===== src/rtl/acc_alu_pkg.sv =====
package acc_alu_pkg;

  typedef enum logic [2:0] {
    OP_LOAD = 3'd0,
    OP_ADC  = 3'd1,
    OP_SBC  = 3'd2,
    OP_AND  = 3'd3,
    OP_OR   = 3'd4,
    OP_XOR  = 3'd5,
    OP_XCHG = 3'd6,
    OP_NONE = 3'd7
  } acc_op_e;

  typedef struct packed {
    logic c;
    logic n;
    logic v;
    logic z;
  } acc_flags_t;

  localparam acc_flags_t FLAGS_RESET = '{c: 1'b0, n: 1'b0, v: 1'b0, z: 1'b1};

endpackage


===== src/rtl/acc_rst_sync.sv =====
module acc_rst_sync #(
  parameter int STAGES = 2
) (
  input  logic clk,
  input  logic rst_n,
  output logic rst_n_sync
);

  logic [STAGES-1:0] sync_q;

  always_ff @(posedge clk or negedge rst_n) begin
    if (!rst_n) begin
      sync_q <= '0;
    end else begin
      sync_q <= {sync_q[STAGES-2:0], 1'b1};
    end
  end

  assign rst_n_sync = sync_q[STAGES-1];

endmodule


===== src/rtl/acc_width_sel.sv =====
module acc_width_sel (
  input  logic emu_mode,
  input  logic acc_narrow,
  output logic narrow
);

  // Emulation forces byte width; otherwise the select bit decides.
  always_comb begin
    narrow = emu_mode | acc_narrow;
  end

endmodule


===== src/rtl/acc_alu_core.sv =====
module acc_alu_core
  import acc_alu_pkg::*;
#(
  parameter int DATA_W = 16
) (
  input  acc_op_e            op,
  input  logic [DATA_W-1:0]  acc_cur,
  input  logic [DATA_W-1:0]  opnd,
  input  acc_flags_t         flags_cur,
  input  logic               narrow,
  output logic [DATA_W-1:0]  raw_res,
  output acc_flags_t         flags_nxt
);

  localparam int BYTE_W = DATA_W / 2;
  localparam int W_MSB  = DATA_W - 1;
  localparam int N_MSB  = BYTE_W - 1;

  logic [DATA_W-1:0] addend;
  logic [DATA_W:0]   sum_wide;
  logic [BYTE_W:0]   sum_nar;
  logic              ovf_wide;
  logic              ovf_nar;
  logic              arith_c;
  logic              arith_v;
  logic [DATA_W-1:0] arith_res;

  // Subtraction adds the one's complement of the operand.
  always_comb begin
    addend = (op == OP_SBC) ? ~opnd : opnd;
  end

  always_comb begin
    sum_wide = {1'b0, acc_cur} + {1'b0, addend} + {{DATA_W{1'b0}}, flags_cur.c};
    sum_nar  = {1'b0, acc_cur[N_MSB:0]} + {1'b0, addend[N_MSB:0]}
             + {{BYTE_W{1'b0}}, flags_cur.c};
  end

  always_comb begin
    ovf_wide = (acc_cur[W_MSB] == addend[W_MSB]) && (sum_wide[W_MSB] != acc_cur[W_MSB]);
    ovf_nar  = (acc_cur[N_MSB] == addend[N_MSB]) && (sum_nar[N_MSB] != acc_cur[N_MSB]);
  end

  always_comb begin
    if (narrow) begin
      arith_res = {acc_cur[W_MSB:BYTE_W], sum_nar[N_MSB:0]};
      arith_c   = sum_nar[BYTE_W];
      arith_v   = ovf_nar;
    end else begin
      arith_res = sum_wide[W_MSB:0];
      arith_c   = sum_wide[DATA_W];
      arith_v   = ovf_wide;
    end
  end

  // Raw result; byte preservation is applied by the merge stage.
  always_comb begin
    unique case (op)
      OP_LOAD: raw_res = opnd;
      OP_ADC,
      OP_SBC:  raw_res = arith_res;
      OP_AND:  raw_res = acc_cur & opnd;
      OP_OR:   raw_res = acc_cur | opnd;
      OP_XOR:  raw_res = acc_cur ^ opnd;
      OP_XCHG: raw_res = {acc_cur[N_MSB:0], acc_cur[W_MSB:BYTE_W]};
      default: raw_res = acc_cur;
    endcase
  end

  always_comb begin
    flags_nxt = flags_cur;
    unique case (op)
      OP_ADC, OP_SBC: begin
        flags_nxt.c = arith_c;
        flags_nxt.v = arith_v;
        flags_nxt.n = narrow ? raw_res[N_MSB] : raw_res[W_MSB];
        flags_nxt.z = narrow ? (raw_res[N_MSB:0] == '0) : (raw_res == '0);
      end
      OP_LOAD, OP_AND, OP_OR, OP_XOR: begin
        flags_nxt.n = narrow ? raw_res[N_MSB] : raw_res[W_MSB];
        flags_nxt.z = narrow ? (raw_res[N_MSB:0] == '0) : (raw_res == '0);
      end
      OP_XCHG: begin
        flags_nxt.n = raw_res[N_MSB];
        flags_nxt.z = (raw_res[N_MSB:0] == '0);
      end
      default: begin
        flags_nxt = flags_cur;
      end
    endcase
  end

endmodule


===== src/rtl/acc_byte_merge.sv =====
module acc_byte_merge
  import acc_alu_pkg::*;
#(
  parameter int DATA_W = 16
) (
  input  acc_op_e            op,
  input  logic               narrow,
  input  logic [DATA_W-1:0]  acc_cur,
  input  logic [DATA_W-1:0]  raw_res,
  output logic [DATA_W-1:0]  acc_nxt
);

  localparam int BYTE_W = DATA_W / 2;

  logic keep_high;

  always_comb begin
    keep_high = narrow && (op != OP_XCHG);
  end

  // Each byte lane is chosen on its own; the low lane always takes the result.
  for (genvar lane = 0; lane < 2; lane++) begin : g_lane
    if (lane == 0) begin : g_low
      always_comb acc_nxt[BYTE_W-1:0] = raw_res[BYTE_W-1:0];
    end else begin : g_high
      always_comb acc_nxt[DATA_W-1:BYTE_W] =
        keep_high ? acc_cur[DATA_W-1:BYTE_W] : raw_res[DATA_W-1:BYTE_W];
    end
  end

endmodule


===== src/rtl/acc_alu_slice.sv =====
module acc_alu_slice
  import acc_alu_pkg::*;
#(
  parameter int DATA_W = 16
) (
  input  logic              clk,
  input  logic              rst_n,
  input  logic              op_valid,
  input  logic [2:0]        op_code,
  input  logic [DATA_W-1:0] operand,
  input  logic              emu_mode,
  input  logic              acc_narrow,
  output logic [DATA_W-1:0] acc_q,
  output logic              flag_c,
  output logic              flag_n,
  output logic              flag_v,
  output logic              flag_z
);

  logic              rst_n_int;
  logic              narrow;
  acc_op_e           op;
  logic [DATA_W-1:0] acc_r;
  logic [DATA_W-1:0] acc_nxt;
  logic [DATA_W-1:0] raw_res;
  acc_flags_t        flags_r;
  acc_flags_t        flags_nxt;
  logic              upd_en;

  acc_rst_sync #(.STAGES(2)) u_rst_sync (
    .clk        (clk),
    .rst_n      (rst_n),
    .rst_n_sync (rst_n_int)
  );

  acc_width_sel u_width (
    .emu_mode   (emu_mode),
    .acc_narrow (acc_narrow),
    .narrow     (narrow)
  );

  always_comb begin
    op     = acc_op_e'(op_code);
    upd_en = op_valid && (op != OP_NONE);
  end

  acc_alu_core #(.DATA_W(DATA_W)) u_core (
    .op        (op),
    .acc_cur   (acc_r),
    .opnd      (operand),
    .flags_cur (flags_r),
    .narrow    (narrow),
    .raw_res   (raw_res),
    .flags_nxt (flags_nxt)
  );

  acc_byte_merge #(.DATA_W(DATA_W)) u_merge (
    .op      (op),
    .narrow  (narrow),
    .acc_cur (acc_r),
    .raw_res (raw_res),
    .acc_nxt (acc_nxt)
  );

  always_ff @(posedge clk or negedge rst_n_int) begin
    if (!rst_n_int) begin
      acc_r   <= '0;
      flags_r <= FLAGS_RESET;
    end else if (upd_en) begin
      acc_r   <= acc_nxt;
      flags_r <= flags_nxt;
    end
  end

  assign acc_q  = acc_r;
  assign flag_c = flags_r.c;
  assign flag_n = flags_r.n;
  assign flag_v = flags_r.v;
  assign flag_z = flags_r.z;

endmodule


===== config.mk =====
export PLATFORM = sky130hd
export DESIGN_NAME = acc_alu_slice
export DESIGN_NICKNAME = d
export VERILOG_FILES = /design/src/rtl/acc_alu_pkg.sv /design/src/rtl/acc_rst_sync.sv /design/src/rtl/acc_width_sel.sv /design/src/rtl/acc_alu_core.sv /design/src/rtl/acc_byte_merge.sv /design/src/rtl/acc_alu_slice.sv
export SDC_FILE = /design/constraint.sdc
export NUM_CORES = 1
export LEC_CHECK = 0
export BUFFER_PORTS_ARGS = -buffer_cell sky130_fd_sc_hd__buf_2
export CAP_MARGIN = 5
export CORE_ASPECT_RATIO = 0.8
export CORE_MARGIN = 5
export CORE_UTILIZATION = 45
export CTS_CLUSTER_SIZE = 28
export DETAILED_ROUTE_END_ITERATION = 16
export GPL_TIMING_DRIVEN = 0
export SLEW_MARGIN = 10
export SYNTH_ARGS = -nofsm -noshare
export SYNTH_HDL_FRONTEND = slang
export SYNTH_SLANG_ARGS = --single-unit

===== constraint.sdc =====
create_clock -name clk -period 0.8 [get_ports clk]
set_clock_uncertainty 0.05 [all_clocks]
set_input_delay 0.12 -clock clk [delete_from_list [all_inputs] [get_ports clk]]
set_output_delay 0.12 -clock clk [all_outputs]
set_load 0.03 [all_outputs]

* After elaboration in Yosys (flattened, before gate mapping)
Cells that the tools add are included.
** Cells by class
- Magnitude comparators :: 0
- Multiplexer cells :: 9
- Shift-type cells :: 0
- Multiply operators :: 0
- Bitwise gates (word level) :: 6
- Eq/ne operators :: 12
- $add $sub $neg :: 4
- Reduce and logical (&&, ||, !) cells :: 13
- Divide/modulo/power cells :: 0
** Operators with widths (number)
- $pmux 16 s6 :: 1
- $mux 16 :: 2
- $add 16x16->17 :: 1
- $add 17x1->17 :: 1
- $and 16x16->16 :: 1
- $logic_not 16->1 :: 1
- $not 16->16 :: 1
- $or 16x16->16 :: 1
- $xor 16x16->16 :: 1
- $add 8x8->9 :: 1
- $add 9x1->9 :: 1
- $eq 3x3->1 const B :: 3
- $logic_not 8->1 :: 1
- $eq 3x2->1 const B :: 2
- $ne 3x3->1 const B :: 2
- $reduce_and 2->1 :: 3
- $reduce_or 6->1 :: 1
- $logic_and 1x1->1 :: 4
- $mux 1 :: 4
- $pmux 1 s2 :: 2
- $eq 3x1->1 const B :: 1
- $logic_not 3->1 :: 1
- $eq 1x1->1 :: 2
- $ne 1x1->1 :: 2
- other kinds (4) :: 4
** Word-level totals
- Memories kept :: 0
- ROM bits :: 0
- Bits in registers :: 22
- Memory bits (writable) :: 0
- Latch bits :: 0
- Output and inout port bits :: 20
- Logic and storage cells :: 51

* Logic depth before layout (Yosys ltp)
- Word-level depth :: 9
- Depth in mapped cells :: 18
- Mapped depth without buffers :: 15

* Modules after synthesis
From an unflattened synthesis, not the netlist that was laid out.
** Second synthesis, totals
- Cell total of the unflattened synthesis :: 557
- Area, all modules :: 4352.9 um2
** By module, submodules not included
- acc_alu_core :: area an instance 2758.9 um2, sequential area each 0.0 um2, cells each 395, instances 1
- acc_alu_slice :: area an instance 1176.1 um2, sequential area each 501.7 um2, cells each 113, instances 1
- acc_byte_merge :: area an instance 357.8 um2, sequential area each 0.0 um2, cells each 45, instances 1
- acc_rst_sync :: area an instance 53.8 um2, sequential area each 50.0 um2, cells each 3, instances 1
- acc_width_sel :: area an instance 6.3 um2, sequential area each 0.0 um2, cells each 1, instances 1

* Worst setup path before layout
Ideal clock, no wire load.
- Path kind :: input -> register
- Start point :: input port op_code[2]
- End point :: register flags_r (netlist bit flag_z)
- Setup time :: 59 ps
- Arrival :: 3812 ps
- Cell stages on the path :: 18
- Required time :: 691 ps
- Path buffers :: 4
- Path slack :: -3121 ps
- Path through :: buf_6 > buf_4 > buf_2 > buf_1 > nor2_1 > xnor2_1 > fa_1 > inv_1 > fa_1 > a21o_1 > a211o_1 > a311oi_2 > o211ai_1 > a221oi_1 > nand4b_1 > nor4_1 > nor4b_2 > a21o_1
** Between the ends
- Longest elaborated chain between the ends :: 9
- Elaborated cells between the ends (all ways) :: 24
** Ends and longest elaborated chain
- start, declared :: line acc_alu_slice.sv:9 : input logic [2:0] op_code,
- $eq 3x2->1 :: line acc_alu_core.sv:30, acc_alu_core.sv:58, acc_alu_core.sv:72
- $mux 16 :: line acc_alu_core.sv:30 : addend = (op == OP_SBC) ? ~opnd : opnd;
- $add 16x16->17 / $add 8x8->9 (equally long branches) :: line acc_alu_core.sv:34, acc_alu_core.sv:35
- $add 17x1->17 / $add 9x1->9 (equally long branches) :: line acc_alu_core.sv:34, acc_alu_core.sv:36
- $mux 16 :: line acc_alu_core.sv:45 : if (narrow) begin
- $pmux 16 s6 :: line acc_alu_core.sv:58 : unique case (op)
- $logic_not 16->1 / $logic_not 8->1 (equally long branches) :: line acc_alu_core.sv:77, acc_alu_core.sv:81, acc_alu_core.sv:85
- $mux 1 :: line acc_alu_core.sv:77, acc_alu_core.sv:81
- $pmux 1 s2 :: line acc_alu_core.sv:72 : unique case (op)
- end signal, assigned :: line acc_alu_slice.sv:71 : flags_r <= flags_nxt;
- end, declared :: line acc_alu_slice.sv:26 : acc_flags_t flags_r;
Parallel ways exist; a longest one is shown, timed or not.
A chain may end at the register's enable or synchronous reset.

* Worst setup path in the final report
Same ends and word-level chain as after synthesis.

==> implementation parameters <==
Parameter                              Value

Final layout
  Area taken by multi-input logic gates ... 2840 µm²
  Utilization after layout ... 0.644
  Number of antenna cells inserted ... 0
  Sequential cell area ... 571 µm²
  Count of placed standard cells in the final layout, fillers left out ... 589
  Synth-to-layout area growth ... 36.7%
  Total of fill cells in the finished design ... 599
  Count of nets after finishing ... 577
  Proportion of layout cells with a drive suffix above 1 ... 0.347
  Non-Filler Cell Area, Final ... 4500 µm²

Synthesis
  Net count after synthesis ... 497
  Library cell with the highest instance count after synthesis ... sky130_fd_sc_hd__ha_1
  Share of synthesized cell area in full adder, half adder and majority cells ... 0.195
  Post-synth cell types ... 64
  Top cell type by total area after synthesis ... sky130_fd_sc_hd__ha_1
  Compound-cell area share of the yosys netlist ... 0.272
  Post-Syn Instances ... 423
  Dominant synthesized flop cell ... sky130_fd_sc_hd__dfrtp_1
  Synth top area share ... 0.182
  Most area-consuming cells after synthesis ... sky130_fd_sc_hd__ha_1, sky130_fd_sc_hd__dfrtp_1, sky130_fd_sc_hd__xnor2_1, sky130_fd_sc_hd__a21oi_1, sky130_fd_sc_hd__o21ai_0
  Number of flip-flops and latches in the synthesized netlist ... 22
  Synth async-reset ratio ... 1.00
  Post-synthesis xor/xnor area fraction ... 0.0824
  Yosys warns ... 0
  Post-synthesis simple-gate area fraction ... 0.163
  Sequential cell area fraction in the yosys report ... 0.168
  Most common library cells after synthesis ... sky130_fd_sc_hd__ha_1, sky130_fd_sc_hd__inv_1, sky130_fd_sc_hd__nand2_1
  Mapped Area ... 3290 µm²
  Share of synthesized area spent on multiplexers ... 0.0433
  EDFF count, synth ... 0
  Main combinational cell family by area after synthesis ... compound AO/OA/AOI/OAI gates
  Mean instance size in the synthesized netlist ... 7.79 µm²

Drt
  Number of detailed-route iterations in the first pass ... 8
  Routed wire per std cell ... 20.4 µm
  Total number of vias ... 3622
  DR vias/cell ... 6.15
  DRT iter0 DRCs ... 290
  Number of nets still failing antenna checks after routing ... 0
  DRT Wirelength ... 12000 µm
  DRC violation count after routing ... 0

Die
  Chip Height ... 86.5 µm
  I/O pin total ... 44
  Core Rows ... 27
  Core region area ... 6990 µm²
  Die Span X ... 106 µm
  Full die area ... 9140 µm²
  Initial Utilization ... 0.471

Power
  Share of total power consumed by net switching ... 0.487
  Share of power burned in combinational logic ... 0.714
  Clock group share of total power ... 0.097
  Total leakage power ... 2.03 nW
  Internal power ... 5.95 mW
  Power density relative to cell area ... 2570 nW/µm²
  Sw Pwr ... 5.64 mW
  Max IR drop VDD ... 0.00134 V
  Fraction of power consumed by sequential logic ... 0.189
  Total Power ... 11.6 mW

Critical path
  Register-to-Register Path Depth ... 16
  Count of buffer and inverter cells on the critical path ... 7
  Worst reg2reg path endpoint ... flag_z
  CP cell instances ... buf_8 -> buf_8 -> buf_8 -> buf_8 -> buf_8 -> nor2_4 -> xnor2_2 -> fa_2 -> inv_2 -> fa_2 -> a21o_1 -> buf_6 -> a221oi_4 -> xor2_1 -> o21ai_2 -> o41ai_2 -> nand4b_1 -> nor4_2 -> nor4b_4 -> a21o_1
  Largest delay share family, worst path ... compound AO/OA/AOI/OAI gates
  Most used cell along the critical path ... sky130_fd_sc_hd__buf_8
  Critical R2R Launch ... acc_q[0]
  Crit. End Element ... flop
  Worst endpoint data arrival time ... 3.94 ns
  Crit-path max cell delay ... 0.35 ns
  Worst reg2reg setup slack ... -2.91 ns
  Critical path's slowest cell ... sky130_fd_sc_hd__fa_2
  Largest fanout on the critical path ... 3
  Critical path start-end classification ... in2reg
  Kind of start point of the critical path ... primary input
  Number of stages on the worst setup path ... 20
  Required time of the critical path ... 0.97 ns

Outcome
  Outcome ... complete, but fails checks
  Violated checks ... negative setup slack

Global routing
  Remaining Overflow, GRT ... 0
  Vias in the first global route ... 3513
  Largest net degree at the start of global routing ... 21
  Global-route wire length before repair ... 18900 µm
  Gr usage total ... 0.265
  Antenna violations before repair ... 0

Timing
  Time the worst path needs with I/O delays and setup ... 3.77 ns
  Final hold violation count ... 0
  Transition at the pin with the smallest max-transition slack ... 1.17 ns
  Pins Over Slew Limit ... 0
  Final worst path period share ... 4.71
  Maximum clock rate ... 0.265 GHz
  Worst hold slack after final layout ... 0.0940 ns
  Setup Viol. Count Final ... 40
  Final total negative setup slack ... -51.01 ns
  RSZ-0062 raised after global routing ... true
  Max_slew headroom ... 0.216
  Least setup slack across all paths after layout ... -2.97 ns

Clocking
  Clock sink total ... 22
  H-tree depth reported by CTS ... 1
  Master cell of the clock root buffer ... sky130_fd_sc_hd__clkbuf_8
  Clock-pin slew on the worst setup and hold paths ... 0.08 ns
  TritonCTS clock tree ... yes
  Clock latency on the worst-skew pair ... 0.29 ns
  Number of clock buffers inserted by TritonCTS ... 3
  Max clock buf depth ... 2

Worst hold path
  Min-delay worst type ... in2async

Place
  GPL Wtd Cong ... 0.887
  Inst Count DP ... 552
  Placed cell area ... 3690 µm²
  Final HPWL DP ... 8690 µm
  Dpl ws ... -3.61 ns
  I/O Buffers ... 42

Run
  Number of maximum-capacitance violations ... 0
==> routing by layer <==
| layer | vias up | global-route usage | share of wire |
|---|---|---|---|
| met4 | 0 | 0.0588 | 0.020 |
| met5 | - | 0 | 0 |
| met2 | 183 | 0.411 | 0.43 |
| met1 | 1727 | 0.383 | 0.46 |
| met3 | 32 | 0.0462 | 0.092 |
| li1 | 1680 | - | - |
==> power groups by stage <==
stage	Combinational, mW	Clock (mW)	Sequential [mW]
final	8.27	1.12	2.18
after detailed placement	6.09	0	2.05
after global placement	6.01	0	2.04
after CTS	7.62	1.14	2.16
after floorplan	3.97	0	2.52
after global routing	8.90	1.19	2.27
==> sequential cells by signal (all words and copies together), names as in the netlist <==
signal,flops
u_rst_sync.sync_q,2
flag_n,1
flag_c,1
acc_q,16
flag_v,1
flag_z,1
==> final cells by class <==
class                   count  area share
clock inverters             1     0.00667
plain buffers              20      0.0320
clock buffers               3     0.00917
inverters                  38      0.0317
well taps                  87      0.0242
repair buffers             76       0.139
multi-input cells         342       0.631
flip-flops and latches     22       0.127
==> repair_timing <==
item,in CTS,in global routing
pin swaps,31,34
buffers inserted,25,12
resized for setup,104,21
hold endpoints to repair,2,0
hold buffers,1,0
setup endpoints to repair,60,40
==> logic make-up after synthesis <==
logic type / after synthesis
mux: 11
flops: 22
buf+inv: 59
other cells: 1
simple gates: 112
compound gates: 137
xor+xnor: 31
fa+ha+maj: 50
==> worst max-delay path by stage <==
stage / from / end
after global routing: op_code[2] / flag_z
after CTS: op_code[2] / flag_z
after detailed placement: op_code[2] / flag_z
after global placement: op_code[2] / flag_z
after floorplan: op_code[2] / flag_z
final: op_code[2] / flag_z
==> cells in the final DEF (no fill, tap or decap), types with 8 or more instances in the layout <==
| cell | instances |
|---|---|
| sky130_fd_sc_hd__a21oi_1 | 30 |
| sky130_fd_sc_hd__buf_2 | 28 |
| sky130_fd_sc_hd__buf_4 | 27 |
| sky130_fd_sc_hd__buf_6 | 28 |
| sky130_fd_sc_hd__dfrtp_2 | 15 |
| sky130_fd_sc_hd__ha_1 | 46 |
| sky130_fd_sc_hd__inv_1 | 35 |
| sky130_fd_sc_hd__nand2_1 | 37 |
| sky130_fd_sc_hd__nor2_1 | 32 |
| sky130_fd_sc_hd__o21ai_0 | 23 |
| sky130_fd_sc_hd__xnor2_1 | 18 |
| sky130_fd_sc_hd__xor2_1 | 8 |
==> worst register-to-register path: cells and delay by family (launching register included) <==
| family | cells | cell delay (ns) |
|---|---|---|
| buf+inv | 5 | 0.60 |
| fa+ha+maj | 2 | 0.66 |
| flops | 1 | 0.42 |
| simple gates | 3 | 0.83 |
| compound gates | 6 | 1.10 |
(Power assumes the default switching activity.)
